===== config.mk =====
export PLATFORM = sky130hd
export DESIGN_NAME = xbar_switch
export DESIGN_NICKNAME = d
export VERILOG_FILES = /design/src/rtl/xbar_pkg.sv /design/src/rtl/xbar_route_decode.sv /design/src/rtl/xbar_rr_arbiter.sv /design/src/rtl/xbar_out_mux.sv /design/src/rtl/xbar_switch.sv
export SDC_FILE = /design/constraint.sdc
export NUM_CORES = 1
export LEC_CHECK = 0
export BUFFER_PORTS_ARGS = -buffer_cell sky130_fd_sc_hd__buf_2
export CAP_MARGIN = 0
export CORE_UTILIZATION = 50
export CTS_CLUSTER_SIZE = 8
export DETAILED_ROUTE_END_ITERATION = 6
export MAX_ROUTING_LAYER = met4
export PLACE_DENSITY_LB_ADDON = 0.05
export RECOVER_POWER = 25
export SLEW_MARGIN = 25
export SYNTH_ARGS = -nofsm -noshare
export SYNTH_HDL_FRONTEND = slang
export SYNTH_SLANG_ARGS = --single-unit

===== constraint.sdc =====
create_clock -name clk -period 7.4 [get_ports clk]
set_input_delay 0.74 -clock clk [delete_from_list [all_inputs] [get_ports clk]]
set_output_delay 0.74 -clock clk [all_outputs]
set_load 0.02 [all_outputs]

===== src/rtl/xbar_pkg.sv =====
package xbar_pkg;
  localparam int BL_W  = 2;
  localparam int LEN_W = 4;

  // total flits of a packet: one header plus 2^code payload flits
  function automatic logic [LEN_W-1:0] flits_for_burst(input logic [BL_W-1:0] code);
    return LEN_W'(1) + (LEN_W'(1) << code);
  endfunction
endpackage


===== src/rtl/xbar_route_decode.sv =====
module xbar_route_decode
  import xbar_pkg::*;
#(
  parameter int N_IN  = 4,
  parameter int N_OUT = 4,
  parameter int DST_W = 2
) (
  input  logic [N_IN-1:0][DST_W-1:0] dst_f,
  input  logic [N_IN-1:0][BL_W-1:0]  bl_f,
  output logic [N_IN-1:0][N_OUT-1:0] dest_oh,
  output logic [N_IN-1:0][LEN_W-1:0] pkt_len
);
  always_comb begin
    for (int i = 0; i < N_IN; i++) begin
      pkt_len[i] = flits_for_burst(bl_f[i]);
      for (int o = 0; o < N_OUT; o++)
        dest_oh[i][o] = (dst_f[i] == DST_W'(o));
    end
  end
endmodule


===== src/rtl/xbar_rr_arbiter.sv =====
module xbar_rr_arbiter #(
  parameter int N = 4,
  localparam int IDX_W = (N > 1) ? $clog2(N) : 1
) (
  input  logic             clk,
  input  logic             rst_n,
  input  logic [N-1:0]     req,
  output logic             gnt_vld,
  output logic [IDX_W-1:0] gnt_idx
);
  logic [IDX_W-1:0] ptr;

  // returns {found, index}: first request at or after the start index
  function automatic logic [IDX_W:0] rr_pick(input logic [N-1:0] r, input logic [IDX_W-1:0] start);
    logic [IDX_W:0] res;
    res = '0;
    for (int k = 0; k < N; k++) begin
      int c;
      c = (int'(start) + k) % N;
      if (!res[IDX_W] && r[c]) res = {1'b1, IDX_W'(c)};
    end
    return res;
  endfunction

  logic [IDX_W:0] pick;
  assign pick    = rr_pick(req, ptr);
  assign gnt_vld = pick[IDX_W];
  assign gnt_idx = pick[IDX_W-1:0];

  always_ff @(posedge clk) begin
    if (!rst_n) ptr <= '0;
    else if (gnt_vld) ptr <= (int'(gnt_idx) == N-1) ? '0 : gnt_idx + IDX_W'(1);
  end
endmodule


===== src/rtl/xbar_out_mux.sv =====
module xbar_out_mux #(
  parameter int N_IN = 4,
  parameter int W    = 16,
  localparam int IDX_W = (N_IN > 1) ? $clog2(N_IN) : 1
) (
  input  logic [N_IN-1:0]         in_valid,
  input  logic [N_IN-1:0][W-1:0]  in_data,
  input  logic [IDX_W-1:0]        sel,
  input  logic                    en,
  output logic                    out_valid,
  output logic [W-1:0]            out_data
);
  always_comb begin
    out_valid = en & in_valid[sel];
    out_data  = en ? in_data[sel] : '0;
  end
endmodule


===== src/rtl/xbar_switch.sv =====
module xbar_switch
  import xbar_pkg::*;
#(
  parameter int N_IN    = 4,
  parameter int N_OUT   = 4,
  parameter int W       = 16,
  parameter int DST_LSB = 0,
  parameter int BL_LSB  = 4,
  localparam int DST_W  = (N_OUT > 1) ? $clog2(N_OUT) : 1,
  localparam int IDX_W  = (N_IN > 1) ? $clog2(N_IN) : 1
) (
  input  logic                        clk,
  input  logic                        rst_n,
  input  logic [N_IN-1:0]             in_valid,
  input  logic [N_IN-1:0][W-1:0]      in_data,
  output logic [N_IN-1:0]             in_ready,
  output logic [N_OUT-1:0]            out_valid,
  output logic [N_OUT-1:0][W-1:0]     out_data,
  input  logic [N_OUT-1:0]            out_ready,
  output logic [N_IN-1:0]             row_en,
  output logic [N_OUT-1:0]            col_en
);
  // header field extraction
  logic [N_IN-1:0][DST_W-1:0] dst_f;
  logic [N_IN-1:0][BL_W-1:0]  bl_f;
  logic [N_IN-1:0][N_OUT-1:0] dest_oh;
  logic [N_IN-1:0][LEN_W-1:0] pkt_len;

  always_comb begin
    for (int i = 0; i < N_IN; i++) begin
      dst_f[i] = in_data[i][DST_LSB +: DST_W];
      bl_f[i]  = in_data[i][BL_LSB +: BL_W];
    end
  end

  xbar_route_decode #(.N_IN(N_IN), .N_OUT(N_OUT), .DST_W(DST_W)) u_dec (
    .dst_f(dst_f), .bl_f(bl_f), .dest_oh(dest_oh), .pkt_len(pkt_len)
  );

  // path state per output
  logic [N_OUT-1:0]            busy;
  logic [N_OUT-1:0][IDX_W-1:0] owner;
  logic [N_OUT-1:0][LEN_W-1:0] left;

  // named internal events
  logic [N_IN-1:0]             bound;
  logic [N_OUT-1:0][N_IN-1:0]  req_m;
  logic [N_OUT-1:0]            grant_ev;
  logic [N_OUT-1:0][IDX_W-1:0] grant_idx;
  logic [N_OUT-1:0]            xfer;
  logic [N_OUT-1:0]            last_xfer;

  always_comb begin
    bound = '0;
    for (int o = 0; o < N_OUT; o++)
      for (int i = 0; i < N_IN; i++)
        if (busy[o] && owner[o] == IDX_W'(i)) bound[i] = 1'b1;
  end

  always_comb begin
    for (int o = 0; o < N_OUT; o++)
      for (int i = 0; i < N_IN; i++)
        req_m[o][i] = !busy[o] && in_valid[i] && !bound[i] && dest_oh[i][o];
  end

  generate
    for (genvar o = 0; o < N_OUT; o++) begin : g_col
      xbar_rr_arbiter #(.N(N_IN)) u_arb (
        .clk(clk), .rst_n(rst_n), .req(req_m[o]),
        .gnt_vld(grant_ev[o]), .gnt_idx(grant_idx[o])
      );
      xbar_out_mux #(.N_IN(N_IN), .W(W)) u_mux (
        .in_valid(in_valid), .in_data(in_data), .sel(owner[o]), .en(busy[o]),
        .out_valid(out_valid[o]), .out_data(out_data[o])
      );
      assign xfer[o]      = out_valid[o] && out_ready[o];
      assign last_xfer[o] = xfer[o] && (left[o] == LEN_W'(1));
    end
  endgenerate

  always_ff @(posedge clk) begin
    if (!rst_n) begin
      busy  <= '0;
      owner <= '0;
      left  <= '0;
    end else begin
      for (int o = 0; o < N_OUT; o++) begin
        if (grant_ev[o]) begin
          busy[o]  <= 1'b1;
          owner[o] <= grant_idx[o];
          left[o]  <= pkt_len[grant_idx[o]];
        end else if (last_xfer[o]) begin
          busy[o]  <= 1'b0;
        end else if (xfer[o]) begin
          left[o]  <= left[o] - LEN_W'(1);
        end
      end
    end
  end

  // back-pressure: only a bound input sees its output's ready
  always_comb begin
    in_ready = '0;
    for (int o = 0; o < N_OUT; o++)
      for (int i = 0; i < N_IN; i++)
        if (busy[o] && owner[o] == IDX_W'(i) && out_ready[o]) in_ready[i] = 1'b1;
  end

  assign row_en = bound;
  assign col_en = busy;
endmodule


# After elaboration in Yosys (flattened, before gate mapping)
# Index checks and enable logic that the tools add are counted.
# Widths: inputs -> output; s select.
totals:
  reg_bits: 36
  latch_bits: 0
  ram_bits: 0
  mem_bits_ro: 0
  in_bits: 74
  out_inout_bits: 80
  elab_cells: 416
  memories: 0
op_classes:
  n_addsub: 24
  mul: 0
  div: 0
  n_lt_le_gt_ge: 24
  n_eq_ne: 36
  shift: 4
  mux: 144
  n_bitwise: 16
  reduce_logical: 152
ops:
  columns: ["operator", "n"]
  rows:
  - ["$bmux 16 s2", 4]
  - ["$mux 16", 8]
  - ["$logic_and 1x1->1", 100]
  - ["$mux 1", 72]
  - ["$mux 4", 16]
  - ["$lt 3x4->1 const B", 12]
  - ["$mux 3", 16]
  - ["$bmux 1 s2", 20]
  - ["$lt 2x3->1 const B", 12]
  - ["$bmux 4 s2", 4]
  - ["$eq 2x2->1 const B", 16]
  - ["$eq 2x1->1 const B", 12]
  - ["$reduce_or 2->1", 12]
  - ["$logic_not 1->1", 20]
  - ["$add 2x1->2 const B", 8]
  - ["$add 2x2->2 const B", 8]
  - ["$add 2x4->4 const A", 4]
  - ["$eq 4x1->1 const B", 4]
  - ["$logic_not 2->1", 8]
  - ["$reduce_bool 2->1", 8]
  - ["$shl 1x2->4 const A", 4]
  - ["$sub 4x1->4 const B", 4]
  - ["$and 1x1->1 const A", 12]
  - ["$mux 2", 4]
  - ["other kinds (3)", 12]

# Logic depth before layout (Yosys ltp)
logic_depth:
  word_depth: 24
  ltp_mapped: 11
  depth_no_buf: 9

# Modules after synthesis
# A second synthesis with hierarchy kept.
hier_totals:
  cells_unflattened: 633
  hier_area_um2: 5388.9
modules_own_cells:
  columns: ["module", "n_inst", "cells_per_inst", "area_each_um2", "seq_area_each_um2"]
  rows:
  - ["xbar_switch", 1, 257, 2220.9, 560.5]
  - ["xbar_out_mux", 4, 60, 544.3, 0.0]
  - ["xbar_rr_arbiter", 4, 26, 196.4, 40.0]
  - ["xbar_route_decode", 1, 32, 205.2, 0.0]

# Worst setup path before layout
# Ideal clock, no wire load.
synth_timing:
  kind: "reg2out"
  startpoint: "register owner[6] in the netlist's numbering"
  endpoint: "output out_data[56] in the netlist's numbering"
  t_arrival_ns: 2.174
  required_ns: 6.660
  slack_ns: 4.486
  path_stages_with_launch: 5
  path_buffers: 2
  path_cell_list: "dfxtp_1 -> buf_1 -> clkbuf_1 -> mux4_2 -> and2_1"
synth_lines:
  columns: ["element", "line", "text"]
  rows:
  - ["start: declaration", "xbar_switch.sv:42", "logic [N_OUT-1:0][IDX_W-1:0] owner;"]
  - ["start signal: indexed assignment", "xbar_switch.sv:90", "owner[o] <= grant_idx[o];"]
  - ["end: declaration", "xbar_switch.sv:18", "output logic [N_OUT-1:0][W-1:0] out_data,"]

# Worst setup path in the final report
layout_timing:
  startpoint: "register owner[2] in the netlist's numbering"
  endpoint: "register left[4] in the netlist's numbering"
layout_between:
  elab_chain_cells: 23
  elab_cells_between_ends: 64
  classes_between: "eq/ne (4); mux (32); bitwise (1); reduce/logical (27)"
layout_rtl:
  columns: ["element", "line", "text"]
  rows:
  - ["$eq 2x1->1 (tied with other cells)", "xbar_switch.sv:57", "if (busy[o] && owner[o] == IDX_W'(i)) bound[i] = 1'b1;"]
  - ["$logic_and 1x1->1", "xbar_switch.sv:57", null]
  - ["$mux 1 (3 in a row)", "xbar_switch.sv:57", null]
  - ["$logic_not 1->1", "xbar_switch.sv:63", "req_m[o][i] = !busy[o] && in_valid[i] && !bound[i] && dest_oh[i][o];"]
  - ["$logic_and 1x1->1 (2 in a row)", "xbar_switch.sv:63", null]
  - ["$bmux 1 s2", "xbar_rr_arbiter.sv:20", "if (!res[IDX_W] && r[c]) res = {1'b1, IDX_W'(c)};"]
  - ["$mux 1 (implied by the code)", "xbar_rr_arbiter.sv:20", null]
  - ["$mux 3", "xbar_rr_arbiter.sv:20", null]
  - ["[4 not listed]", null, null]
  - ["$logic_and 1x1->1", "xbar_rr_arbiter.sv:20", null]
  - ["$mux 3", "xbar_rr_arbiter.sv:20", null]
  - ["$logic_not 1->1", "xbar_rr_arbiter.sv:20", null]
  - ["$logic_and 1x1->1", "xbar_rr_arbiter.sv:20", null]
  - ["$mux 3", "xbar_rr_arbiter.sv:20", null]
  - ["$bmux 4 s2", "xbar_switch.sv:91", "left[o] <= pkt_len[grant_idx[o]];"]
  - ["$mux 4 (implied by the code)", "xbar_switch.sv:91", null]
  - ["$mux 4", "xbar_switch.sv:88", "if (grant_ev[o]) begin"]
  - ["end signal: indexed assignment", "xbar_switch.sv:91", null]
  - ["end signal: indexed assignment", "xbar_switch.sv:95", "left[o] <= left[o] - LEN_W'(1);"]
  - ["end: declaration", "xbar_switch.sv:43", "logic [N_OUT-1:0][LEN_W-1:0] left;"]
# Several ways; a longest one is shown, not always the timed one. The select of a mux whose other input is x is not followed.
# A chain may end at the register's enable or synchronous reset.

==> run summary <==
Worst Hold End -> owner[2]
Critical path endpoint category -> flip-flop
Internal power -> 553 uW
Final antenna-violating net count -> 0
Number of remaining DRC errors -> 1
RSZ-0062 raised after global routing -> false
1st-pass router iterations -> 7
Relative slew slack -> -0.215
Fin nets -> 786
Sw Ratio -> 0.460
Top cell family by delay on the critical path -> simple AND/OR/NAND/NOR gates
Crit path largest cell delay -> 1320 ps
Routed wire length -> 17,300 microns
Worst r2r src -> owner[2]
Worst-path clk slew -> 80 ps
Global placer's final weighted congestion -> 1.03
Top fanout value on the critical path -> 25
Antenna diodes -> 0
GRT busiest layer -> met2
Worst hold path depth -> 2
Worst endpoint required time -> 7610 ps
Commonest non-fill, non-tap cells in the layout -> 133 x buf_2, 70 x and2_1, 68 x mux4_2
Hold violation count in the final report -> 0
DIE HEIGHT -> 105 microns
Ports -> 154
Worst min-delay path startpoint -> owner[2]
Worst Path Arrival -> 4700 ps
Core Box Area -> 10,300 sq um
Worst skew pair latency -> 290 ps
Hold Path Class -> reg -> reg
Area of the multi-input gates -> 4220 sq um
First-pass GRT wire length -> 27,300 microns
R2r worst-path depth -> 9
Status -> finished with violations
Seq/Total Area, Yosys -> 0.135
Crit path buf inv count -> 1
Violated checks -> design-rule violations, max-capacitance violations, max-slew violations
H-tree depth -> 2
CTS Sinks -> 36
GRT Total Usage -> 0.321
Commonest non-fill, non-tap cell in the layout -> buf_2
Asr flop ratio synth -> 0
Slew of the pin with the lowest slew margin -> 1820 ps
# setup viols final -> 0
Die span in x -> 105 microns
Clock skew -> 4.96 ps
M1 GR Usage -> 0.417
Met3 Usage GRT -> 0.0309
Met2 usage -> 0.522
Yosys cell types -> 68
Most used DFF post-synth -> dfxtp_1
Aggregate global routing overflow -> 0
Ys Warns -> 0
Crit Reg-Reg Endpoint -> left[4]
CTS tree -> built
Gate power share -> 0.587
DP Area -> 6050 sq um
Sum of negative setup slack -> 0 ps
Antenna violations before repair -> 0
Crit path time final -> 4490 ps
CTS buffer count -> 5
Clk pwr share -> 0.139
Pwr dens -> 169 nW/um^2
NetSw -> 472 uW
Highest Clock Rate -> 0.223 GHz
Design area -> 6080 sq um
Largest net degree at the start of global routing -> 32
Setup slack, reg-to-reg -> 2910 ps
VDD IR max -> 116 uV
Num rows -> 37
Detail Placement HPWL -> 12,600 microns
Fin crit share -> 0.607
Vias -> 5,474
Max stage delay cell, worst path -> clkbuf_1
Area Growth Syn to Fin -> 14.2%
Vias per Instance -> 6.52
WS Path Type -> reg -> reg
Slack of the critical path -> 2910 ps
Vias in the first global route -> 5,177
Pre-CTS setup slack -> 3780 ps
CTS resizes -> 0
Max Cap Violations -> 1
Post-synthesis cell area -> 5330 sq um
Net Count, Synth -> 675
DRT iter0 DRCs -> 596
Crit path launch type -> flip-flop
Synth Register Bits -> 36
Fillers -> 951
Final Slew Violations -> 26
Sequential Area -> 721 sq um
LEAKAGE -> 0.00246 uW
Die Area -> 11,100 sq um
Synth Instances -> 593
Post-synth EDFFs -> 0
Flop pwr share -> 0.273
CTS root buf -> clkbuf_8
Starting density of the core -> 0.516
Share of cells above drive strength 1 -> 0.339
PortBufs -> 153
Postcts setup bufs -> 0
Clk buf depth -> 2
Avg WL per Cell -> 20.6 microns
CP cell instances -> clkbuf_1 > nor3b_1 > nor4_2 > and3_1 > a22oi_1 > o21ai_1 > mux2i_1 > o22ai_1 > a211oi_2
Finished Core Util -> 0.589
Post-CTS Hold Fix Bufs -> 0
Synthesized area per cell -> 8.98 sq um
-- metrics by stage --
step                      hold slack [ps]  total power [uW]  std cells
after detailed placement              460               886        833
final                                 472              1020        840
after CTS                             471              1030        840
after global routing                  500              1090        840
after global placement                473               874        833
after floorplan                       480               722        593
-- tightest hold or removal path, cell delays in order (launching register included) --
cell	delay (ps)
dfxtp_1	320
nand2_1	50
a21oi_1	60
-- how the worst max path moves through the flow --
stage | from | to | depth (start not counted)
2_1_floorplan | owner[6] | out_data[56] | 4
4_1_cts | owner[3] | left[4] | 9
6_report | owner[2] | left[4] | 9
3_3_place_gp | owner[3] | left[4] | 9
3_5_place_dp | owner[3] | left[4] | 9
5_1_grt | owner[2] | left[5] | 9
-- sequential cells by signal (all words and copies together), names as in the netlist --
register,cells
col_en,4
owner,8
g_col.u_arb.ptr,8
left,16
-- cell type report --
type	instances	share of cell area
multi-input cells	478	0.694
repair buffers	165	0.135
flip-flops and latches	36	0.119
well taps	136	0.0280
clock buffers	5	0.0113
inverters	18	0.0111
clock inverters	2	0.00206
-- synth_stat cells, types with 7 or more instances --
cell,number,share of area
a21oi_1,29,0.027
o221ai_1,7,0.012
nor3_1,18,0.017
buf_2,9,0.0085
nand2_1,46,0.032
dfxtp_1,36,0.14
nand4_1,7,0.0082
nor3b_1,12,0.017
ha_1,8,0.019
nand3_1,19,0.018
nor2_1,42,0.030
mux2_2,7,0.015
buf_1,10,0.0070
mux2i_1,13,0.024
o21ai_0,15,0.014
clkbuf_1,25,0.018
mux4_2,68,0.29
buf_4,13,0.018
inv_1,18,0.013
and2_1,74,0.087
-- metal layers --
metal,part of all wire,vias to the layer above
li1,-,2469
met1,0.40,2659
met2,0.48,305
met3,0.086,41
met4,0.028,0
met5,0,-
-- power by group through the flow --
stage          Combinational (uW)  Clock, uW  Sequential (uW)
2_1_floorplan                 470          0              251
3_3_place_gp                  594          0              280
3_5_place_dp                  603          0              283
4_1_cts                       605        146              278
5_1_grt                       652        152              286
6_report                      602        143              280
-- cells by family after synthesis --
family	count (synthesis)	synth area share
adder cells (fa/ha/maj)	8	0.0188
AO/OA/AOI/OAI	103	0.139
flip-flops	36	0.135
AND/OR/NAND/NOR	265	0.281
buffers and inverters	79	0.0726
multiplexers	94	0.340
XOR/XNOR	8	0.0132
(Power assumes the default switching activity.)
